==> src/rtl/fcd_pkg.sv <==
// Shared constants, offset classes and the identification table of the
// flash command decoder. Assumes a 16-bit offset inside the window bank.
package fcd_pkg;

    localparam int OFS_W = 16;
    localparam int BYTE_W = 8;

    typedef enum logic [1:0] {
        OFS_OTHER = 2'd0,
        OFS_IDENT = 2'd1,   // 0x0000: identification sequence ends here
        OFS_UNLK  = 2'd2,   // 0x2AAA: unlock byte only
        OFS_CMD   = 2'd3    // 0x5555: command sequences end here
    } ofs_kind_e;

    localparam logic [OFS_W-1:0] OFS_IDENT_A = 16'h0000;
    localparam logic [OFS_W-1:0] OFS_UNLK_A  = 16'h2AAA;
    localparam logic [OFS_W-1:0] OFS_CMD_A   = 16'h5555;
    localparam logic [OFS_W-1:0] OFS_STATUS  = 16'h0002;
    localparam logic [OFS_W-1:0] OFS_ID_LO   = 16'hFF00;
    localparam logic [OFS_W-1:0] OFS_ID_HI   = 16'hFF12;

    localparam logic [BYTE_W-1:0] STATUS_BYTE = 8'h80;

    localparam logic [15:0] SEQ_IDENT = 16'h38D0;
    localparam logic [23:0] SEQ_OFF   = 24'hAA55F0;
    localparam logic [23:0] SEQ_WREN  = 24'hAA55A0;
    localparam logic [23:0] SEQ_PROT  = 24'hAA5570;

    // Map an offset to the role it plays in the command history.
    function automatic ofs_kind_e classify(input logic [OFS_W-1:0] ofs);
        case (ofs)
            OFS_IDENT_A: classify = OFS_IDENT;
            OFS_UNLK_A:  classify = OFS_UNLK;
            OFS_CMD_A:   classify = OFS_CMD;
            default:     classify = OFS_OTHER;
        endcase
    endfunction

    // Identification byte for an index taken from the offset's low bits.
    function automatic logic [BYTE_W-1:0] id_byte(input logic [4:0] idx);
        case (idx)
            5'h00:   id_byte = 8'h4D;
            5'h02:   id_byte = 8'h50;
            5'h06:   id_byte = 8'h2B;
            default: id_byte = 8'h00;
        endcase
    endfunction

endpackage

==> src/rtl/fcd_history.sv <==
// Command history shift register. Shifts a byte in from the low end when
// shift_en is high. It also exposes the value the history will hold after
// the shift, so the decode can act on the same cycle's byte.
module fcd_history #(
    parameter int HIST_BYTES = 3,
    localparam int HIST_W = HIST_BYTES * fcd_pkg::BYTE_W
) (
    input  logic                        clk,
    input  logic                        rst_n,
    input  logic                        shift_en,
    input  logic [fcd_pkg::BYTE_W-1:0]  din,
    output logic [HIST_W-1:0]           hist_q,
    output logic [HIST_W-1:0]           hist_next
);

    // Candidate value: the current history with the new byte appended.
    always_comb begin
        hist_next = {hist_q[HIST_W-fcd_pkg::BYTE_W-1:0], din};
    end

    // Hold or shift the history; reset empties it.
    always_ff @(posedge clk) begin
        if (!rst_n)
            hist_q <= '0;
        else if (shift_en)
            hist_q <= hist_next;
    end

endmodule

==> src/rtl/fcd_ctrl.sv <==
// Mode flags, previous-write address and bypass detection. Assumes that
// win_wr is already limited to writes inside the window bank, and that the
// history holds at least three bytes.
module fcd_ctrl #(
    parameter int ADDR_W = 24,
    parameter int HIST_W = 24
) (
    input  logic                clk,
    input  logic                rst_n,
    input  logic                win_wr,
    input  logic [ADDR_W-1:0]   addr,
    input  logic [HIST_W-1:0]   hist_next,
    output logic                shift_en,
    output logic                bypass,
    output logic                flash_en,
    output logic                write_en,
    output logic                read_en,
    output logic                remap_req
);
    import fcd_pkg::*;

    logic [ADDR_W-1:0] prev_q, prev_d;
    logic fe_d, we_d, re_d, clr_prev;
    ofs_kind_e kind;

    // Classify the offset and find a repeated address while writes are enabled.
    always_comb begin
        kind     = classify(addr[OFS_W-1:0]);
        bypass   = win_wr && (addr == prev_q) && write_en;
        shift_en = win_wr && !bypass && (kind != OFS_OTHER);
    end

    // Decode a finished sequence from the history value after this write.
    always_comb begin
        fe_d     = flash_en;
        we_d     = write_en;
        re_d     = read_en;
        clr_prev = 1'b0;
        if (shift_en) begin
            if (kind == OFS_IDENT) begin
                if (hist_next[15:0] == SEQ_IDENT) begin
                    fe_d = 1'b1;
                    re_d = 1'b1;
                end
            end else if (kind == OFS_CMD) begin
                case (hist_next[23:0])
                    SEQ_OFF: begin
                        fe_d = 1'b0;
                        we_d = 1'b0;
                        re_d = 1'b0;
                    end
                    SEQ_WREN: begin
                        fe_d     = 1'b1;
                        we_d     = 1'b1;
                        clr_prev = 1'b1;
                    end
                    SEQ_PROT: we_d = 1'b0;
                    default: ;  // 0xAA5580 and 0xAA5510 also end up here
                endcase
            end
        end
        prev_d = win_wr ? (clr_prev ? '0 : addr) : prev_q;
    end

    // Register the flags, the previous address and the remap pulse.
    always_ff @(posedge clk) begin
        if (!rst_n) begin
            flash_en  <= 1'b0;
            write_en  <= 1'b0;
            read_en   <= 1'b0;
            prev_q    <= '0;
            remap_req <= 1'b0;
        end else begin
            flash_en  <= fe_d;
            write_en  <= we_d;
            read_en   <= re_d;
            prev_q    <= prev_d;
            remap_req <= (we_d != write_en);
        end
    end

    // identification mode never stays on once command mode is off
    a_r2_read_implies_flash: assert property (@(posedge clk) disable iff (!rst_n)
        read_en |-> flash_en);

    // programming is only possible while command mode is on
    a_r4_write_implies_flash: assert property (@(posedge clk) disable iff (!rst_n)
        write_en |-> flash_en);

    // every change of write_en is announced in the cycle it appears
    a_r11_remap_on_change: assert property (@(posedge clk) disable iff (!rst_n)
        (write_en != $past(write_en)) |-> remap_req);

endmodule

==> src/rtl/fcd_readmux.sv <==
// Read-data selector. Status and identification bytes replace array data
// inside the window while their modes are on. Purely combinational.
module fcd_readmux (
    input  logic                        in_win,
    input  logic [fcd_pkg::OFS_W-1:0]   ofs,
    input  logic                        flash_en,
    input  logic                        read_en,
    input  logic [fcd_pkg::BYTE_W-1:0]  array_rdata,
    output logic [fcd_pkg::BYTE_W-1:0]  rdata
);
    import fcd_pkg::*;

    logic is_status, is_id;

    // Pick status, identification or array data for this offset.
    always_comb begin
        is_status = (ofs == OFS_STATUS) || (ofs == OFS_CMD_A);
        is_id     = (ofs >= OFS_ID_LO) && (ofs <= OFS_ID_HI) && !ofs[0];
        rdata     = array_rdata;
        if (in_win) begin
            if (flash_en && is_status)
                rdata = STATUS_BYTE;
            else if (read_en && is_id)
                rdata = id_byte(ofs[4:0]);
        end
    end

endmodule

==> src/rtl/flash_cmd_decoder.sv <==
// Top of the flash command decoder. Picks out the window bank, shifts
// command bytes into the history, and drives the mode flags, the bypass
// strobe and the read substitution. Assumes one bus access per cycle.
module flash_cmd_decoder #(
    parameter int          ADDR_W     = 24,
    parameter int          HIST_BYTES = 3,
    parameter logic [7:0]  WIN_BANK   = 8'hC0,
    localparam int         HIST_W     = HIST_BYTES * fcd_pkg::BYTE_W
) (
    input  logic              clk,
    input  logic              rst_n,
    input  logic              bus_wr,
    input  logic [ADDR_W-1:0] bus_addr,
    input  logic [7:0]        bus_wdata,
    input  logic [7:0]        array_rdata,
    output logic [7:0]        bus_rdata,
    output logic              flash_en,
    output logic              write_en,
    output logic              read_en,
    output logic              bypass_wr,
    output logic              remap_req
);

    logic in_win, win_wr, shift_en;
    logic [HIST_W-1:0] hist_q, hist_next;

    // Window hit and the write strobe limited to the window.
    always_comb begin
        in_win = (bus_addr[ADDR_W-1:fcd_pkg::OFS_W] == WIN_BANK);
        win_wr = bus_wr && in_win;
    end

    fcd_history #(.HIST_BYTES(HIST_BYTES)) u_hist (
        .clk       (clk),
        .rst_n     (rst_n),
        .shift_en  (shift_en),
        .din       (bus_wdata),
        .hist_q    (hist_q),
        .hist_next (hist_next)
    );

    fcd_ctrl #(.ADDR_W(ADDR_W), .HIST_W(HIST_W)) u_ctrl (
        .clk       (clk),
        .rst_n     (rst_n),
        .win_wr    (win_wr),
        .addr      (bus_addr),
        .hist_next (hist_next),
        .shift_en  (shift_en),
        .bypass    (bypass_wr),
        .flash_en  (flash_en),
        .write_en  (write_en),
        .read_en   (read_en),
        .remap_req (remap_req)
    );

    fcd_readmux u_rmux (
        .in_win      (in_win),
        .ofs         (bus_addr[fcd_pkg::OFS_W-1:0]),
        .flash_en    (flash_en),
        .read_en     (read_en),
        .array_rdata (array_rdata),
        .rdata       (bus_rdata)
    );

    // a direct array write leaves the command history untouched
    a_r8_bypass_no_shift: assert property (@(posedge clk) disable iff (!rst_n)
        bypass_wr |=> $stable(hist_q));

    // a write outside the window never moves the history
    a_r7_outside_ignored: assert property (@(posedge clk) disable iff (!rst_n)
        (bus_wr && !in_win) |=> $stable(hist_q));

endmodule

==> config.mk <==
export PLATFORM = sky130hd
export DESIGN_NAME = flash_cmd_decoder
export DESIGN_NICKNAME = d
export VERILOG_FILES = /design/src/rtl/fcd_pkg.sv /design/src/rtl/fcd_history.sv /design/src/rtl/fcd_ctrl.sv /design/src/rtl/fcd_readmux.sv /design/src/rtl/flash_cmd_decoder.sv
export SDC_FILE = /design/constraint.sdc
export NUM_CORES = 1
export LEC_CHECK = 0
export ABC_AREA = 1
export ABC_CLOCK_PERIOD_IN_PS = 1700
export BUFFER_PORTS_ARGS = -buffer_cell sky130_fd_sc_hd__buf_2
export CORE_ASPECT_RATIO = 1.5
export CORE_UTILIZATION = 51
export DETAILED_ROUTE_END_ITERATION = 12
export PLACE_DENSITY = 0.77
export SYNTH_ARGS = -nofsm -noshare
export SYNTH_HDL_FRONTEND = slang
export SYNTH_SLANG_ARGS = --single-unit
==> constraint.sdc <==
create_clock -name clk -period 1.7 [get_ports clk]
set_clock_uncertainty 0.2 [all_clocks]
set_input_delay 0 -clock clk [delete_from_list [all_inputs] [get_ports clk]]
set_output_delay 0 -clock clk [all_outputs]
set_load 0.03 [all_outputs]
# After elaboration in Yosys (flattened, before gate mapping)
# Index checks and enable logic that the tools add are counted.
[classes]
n_reduce_logical = 21
n_eq_ne = 15
mux = 21
order_cmp = 2
[ops]
columns = ["cell", "count"]
rows = [
  ["24-bit equality test (second input constant)", 3],
  ["16-bit by 14-bit equality test with 1-bit output (second input constant)", 2],
  ["24-bit equality test", 1],
  ["24-bit two-way mux", 1],
  ["8-bit two-way mux", 3],
  ["7-bit one-hot mux with 3 select lines", 1],
  ["16-bit by 15-bit equality test with 1-bit output (second input constant)", 1],
  ["16-bit by 2-bit equality test with 1-bit output (second input constant)", 1],
  ["16-bit greater-or-equal comparator (second input constant)", 1],
  ["16-bit less-or-equal comparator (second input constant)", 1],
  ["16-bit logical NOT", 1],
  ["1-bit two-way mux", 13],
  ["1-bit logical AND", 9],
  ["8-bit equality test (second input constant)", 1],
  ["4-bit AND reduction", 2],
  ["2-bit one-hot mux with 3 select lines", 1],
  ["2-bit nonzero test", 3],
  ["5-bit by 2-bit equality test with 1-bit output (second input constant)", 1],
  ["5-bit by 3-bit equality test with 1-bit output (second input constant)", 1],
  ["5-bit logical NOT", 1],
  ["1-bit one-hot mux with 2 select lines", 2],
  ["3-bit nonzero test", 1],
  ["2-bit by 1-bit equality test with 1-bit output (second input constant)", 1],
  ["2-bit equality test (second input constant)", 1],
  ["5 further kinds", 6],
]
[totals]
regBits = 44
word_cells = 65
out_inout_bits = 13

# Logic depth before layout (Yosys ltp)
[logic_depth]
ltp_word = 9
depth_mapped = 14
mapped_depth_nobuf = 13

# Hierarchy
# Synthesis repeated with hierarchy kept, for this count alone.
[unflattened]
cells_unflattened = 680
hier_area_um2 = 3970.1
[modules_own_cells]
columns = ["mod", "instances", "area_per_inst_um2", "seq_area_each_um2", "cells_per_inst"]
rows = [
  ["fcd_ctrl", 1, 2209.6, 560.5, 385],
  ["fcd_history", 1, 1161.1, 480.5, 175],
  ["fcd_readmux", 1, 536.8, 0.0, 104],
  ["flash_cmd_decoder", 1, 62.6, 0.0, 16],
]

# Worst setup path after synthesis
# No wires, ideal clock.
[synth_path]
kind = "reg-to-reg"
start = "register u_ctrl.write_en"
end = "register u_ctrl.remap_req"
period_less_slack_ps = 2038
t_arrival_ps = 1727
n_path_buf = 0
setup_ps = 110
required_ps = 1390
stages_incl_launch_ff = 12
setup_slack_ps = -338
path_cell_list = "dfxtp_1 > nand2_1 > nor2_1 > nand2_1 > nor2_1 > nand2_1 > nor2_1 > nor2_1 > nand3_1 > nand2_1 > inv_1 > nor2_1"
[synth_between]
elab_chain_cells = 6
elab_cells_between_ends = 9
classes_between = "eq/ne: 1; mux: 4; reduce/logical: 4"
[synth_lines]
columns = ["element", "line", "text"]
rows = [
  ["from (decl)", "fcd_ctrl.sv:16", "output logic write_en,"],
  ["from (signal assigned)", "fcd_ctrl.sv:75", "write_en <= we_d;"],
  ["1-bit logical AND", "fcd_ctrl.sv:29", "bypass = win_wr && (addr == prev_q) && write_en;"],
  ["net bypass_wr", "flash_cmd_decoder.sv:20", "output logic bypass_wr,"],
  ["1-bit logical NOT", "fcd_ctrl.sv:30", "shift_en = win_wr && !bypass && (kind != OFS_OTHER);"],
  ["1-bit logical AND (2 in a row)", "fcd_ctrl.sv:30", ""],
  ["1-bit two-way mux", "fcd_ctrl.sv:39", "if (shift_en) begin"],
  ["1-bit != test", "fcd_ctrl.sv:78", "remap_req <= (we_d != write_en);"],
  ["to (signal assigned)", "fcd_ctrl.sv:78", ""],
  ["to (decl)", "fcd_ctrl.sv:18", "output logic remap_req"],
]
# The timed path passes the listed nets, and every way through them passes these cells.
# A chain may end at the register's enable or synchronous reset.

# Worst setup path in the final report
[layout_path]
start = "register u_ctrl.prev_q[2]"
end = "register u_ctrl.prev_q[6]"
[layout_between]
elab_chain_cells = 8
[layout_lines]
columns = ["element", "line", "text"]
rows = [
  ["from (decl)", "fcd_ctrl.sv:22", "logic [ADDR_W-1:0] prev_q, prev_d;"],
  ["from (signal assigned)", "fcd_ctrl.sv:77", "prev_q <= prev_d;"],
  ["24-bit equality test", "fcd_ctrl.sv:29", ""],
  ["1-bit logical AND (2 in a row)", "fcd_ctrl.sv:29", ""],
  ["1-bit logical NOT", "fcd_ctrl.sv:30", ""],
  ["1-bit logical AND (2 in a row)", "fcd_ctrl.sv:30", ""],
  ["1-bit two-way mux", "fcd_ctrl.sv:39", ""],
  ["24-bit two-way mux", "fcd_ctrl.sv:62", "prev_d = win_wr ? (clr_prev ? '0 : addr) : prev_q;"],
]
# Every way passes these cells.

==> flow_summary.ini <==
[sta]
rsz0062_at_grt = yes
hold_viol = 0
finalCritPeriodShare = 1.11
setup_viol_count_final = 37
totalNegativeSetupSlack_ns = -4.64
report.final.slew_viol_count = 0
hold_ws_ns = 0.134
worst_slack_ns = -0.188
period_needed_ns = 1.89
slew_headroom = 0.702
fmax_ghz = 0.530
tightest_slew_ns = 0.443

[setup_path]
startpoint_type = flip-flop
arrival_ns = 1.92
reg2regPathDepth = 12
crit_type = flip-flop to flip-flop
rrSetupSlack_ns = -0.19
cpMostUsedCell = nand2_1
path_max_fanout = 6
cp_slowest_cell = dfxtp_1
cp_cell_sequence = nand2_1 -> nand2_1 -> nor2_1 -> nand2_1 -> inv_1 -> nand2_1 -> nor2_2 -> nand2_2 -> nand4_1 -> buf_6 -> nand2_4 -> a21oi_2
slowest_delay_ns = 0.34
r2r-end = u_ctrl.prev_q[6]$_SDFFE_PN0N_
end_kind = flip-flop
critPathRequiredTime_ns = 1.74
worstSetupStartpoint = u_ctrl.prev_q[2]$_SDFFE_PN0N_
r2r_start = u_ctrl.prev_q[2]$_SDFFE_PN0N_

[synthesis]
synth_area_per_cell_um2 = 5.78
syn_nets = 577
synth_edf_count = 0
synth_warnings = 0
synth_flop_cell = dfxtp_1
seq_area_frac_synth = 0.285
ys_ff_latch = 44
async_flop_share = 0
synth_area_mm2 = 0.00309
yosysUniqueCellTypes = 30
synthCells = 534

[floorplanning]
die-height_um = 97.3
coreArea_mm2 = 0.00583
io_pins = 56
rows = 34
start_util = 0.529
dieArea_mm2 = 0.00637
fp.dieW_um = 65.5

[global_route]
grt_pass1_wl_um = 17000
grtUsageTotal = 0.345
grt_max_degree = 30
antenna_found_initial = 0
grt_pass1_vias = 3907
gr-total-overflow = 0

[routing]
drcViolationCount = 0
drt-wirelength-per-cell_um = 14.9
ant_nets = 0
firstDrtPassIters = 5
drt_iter0_markers = 326
totalWireLength_um = 11200
viasPerCell = 5.34
vias = 4007

[place]
dp_hpwl_um = 7080
globalplace.congestion = 0.946
pre_cts_slack_ns = -0.114
port_buffers = 55

[final_layout]
mostFrequentLayoutCells = nand2_1 (150), inv_1 (65), buf_4 (59)
fin_util = 0.804
nNetsFinal = 721
antenna_cells = 0
drive_above_1_share = 0.426
area_growth_pct = 51.8
n_fill_cell = 392
final_common_cell = nand2_1

[power]
power_uw = 2150
vdd_drop_max_uv = 480
power_density_mw_per_mm2 = 459
leakage_uw = 0.00223

[clocking]
numCtsBuffers = 5
insertion_delay_ns = 0.31
cts-root-buf = clkbuf_8
cts.clk_slew.worst_paths_ns = 0.09
h-tree-depth = 2
cts_sinks = 44
cts_tree = built
clockBufferDepth = 2

[hold_path]
hold_path_depth = 4
hold_path_end = bus_rdata[6]
hp-class = primary input to output pin
hold_start = array_rdata[6]

[flow_run]
maxCapViolations = 0

[outcome]
status = complete, but fails checks
violations = negative setup slack
## registers in the layout, summed over array words and instances, names as in the netlist
| signal | cells |
|---|---|
| u_ctrl.prev_q | 24 |
| u_ctrl.remap_req | 1 |
| u_ctrl.flash_en | 1 |
| u_ctrl.write_en | 1 |
| u_ctrl.read_en | 1 |
| u_hist.hist_q | 16 |
## synth_stat cells, types with 3 or more instances
cell	n	area, µm²
inv_1	73	274
dfxtp_1	44	881
nand2_1	185	694
a21oi_2	10	87.6
a21oi_1	27	135
o21ai_0	20	100
nor3_1	14	70.1
nand2_2	14	87.6
nand4_1	6	37.5
nand3_4	3	52.6
nand3_1	28	140
inv_2	8	30.0
clkbuf_1	7	26.3
nor2_1	73	274
## routing by layer
layer  GRT usage  routed length, µm  vias to the layer above
met5           0                  0                        -
met4       0.192                699                        0
met3      0.0493                498                       61
met2       0.639               5790                      161
met1       0.351               4170                     1849
li1            -                  -                     1936
## power breakdown
group          switching [µW]  total (µW)  internal, µW
combinational             255         441           186
sequential              0.755        1030          1030
clock                     400         680           280
## how the worst max path moves through the flow
stage          cells after the start                             end
2_1_floorplan                     11     u_ctrl.remap_req$_SDFF_PN0_
3_3_place_gp                      10  u_ctrl.prev_q[23]$_SDFFE_PN0N_
3_5_place_dp                      13   u_hist.hist_q[0]$_SDFFE_PN0N_
4_1_cts                           13   u_hist.hist_q[0]$_SDFFE_PN0N_
5_1_grt                           12   u_ctrl.prev_q[6]$_SDFFE_PN0N_
6_report                          12   u_ctrl.prev_q[6]$_SDFFE_PN0N_
## cell type report
cell class                      count  area (µm²)  area share
Clock inverter                      2        12.5     0.00267
Timing Repair Buffer              148        1140       0.243
Sequential cell                    44         920       0.196
Clock buffer                        5        68.8      0.0147
Multi-Input combinational cell    395        2120       0.454
Tap cell                           72        90.1      0.0192
Inverter                           84         333      0.0710
## worst max-delay path, delay by kind of cell (launching register included)
kind | cells | cell delay (ns)
simple gates | 9 | 0.89
buf+inv | 2 | 0.25
flops | 1 | 0.34
compound gates | 1 | 0.13
## what timing repair did
action / 4_1_cts / 5_1_grt
hold buffers: 26 / 0
setup buffers: 7 / 7
gates cloned: 1 / 0
setup endpoints to repair: 39 / 39
endpoints found under the hold margin: 34 / 0
gates resized for setup: 62 / 94
pin swaps: 19 / 35
## metrics by stage
step / std cells / instance area, µm²
global placement: 702 / 3800
CTS: 743 / 4370
finish: 750 / 4680
floorplan: 534 / 3100
detailed placement: 702 / 3800
global route: 750 / 4680
## kinds of logic (layout without fill, tap and decap cells)
| kind of cell | Yosys count | in the layout | synth area share |
|---|---|---|---|
| AO/OA/AOI/OAI | 61 | 61 | 0.114 |
| XOR/XNOR | 2 | 2 | 0.00568 |
| buffers and inverters | 95 | 239 | 0.130 |
| flip-flops | 44 | 44 | 0.285 |
| AND/OR/NAND/NOR | 332 | 332 | 0.466 |
No activity file was read; power rests on OpenSTA's default activity.
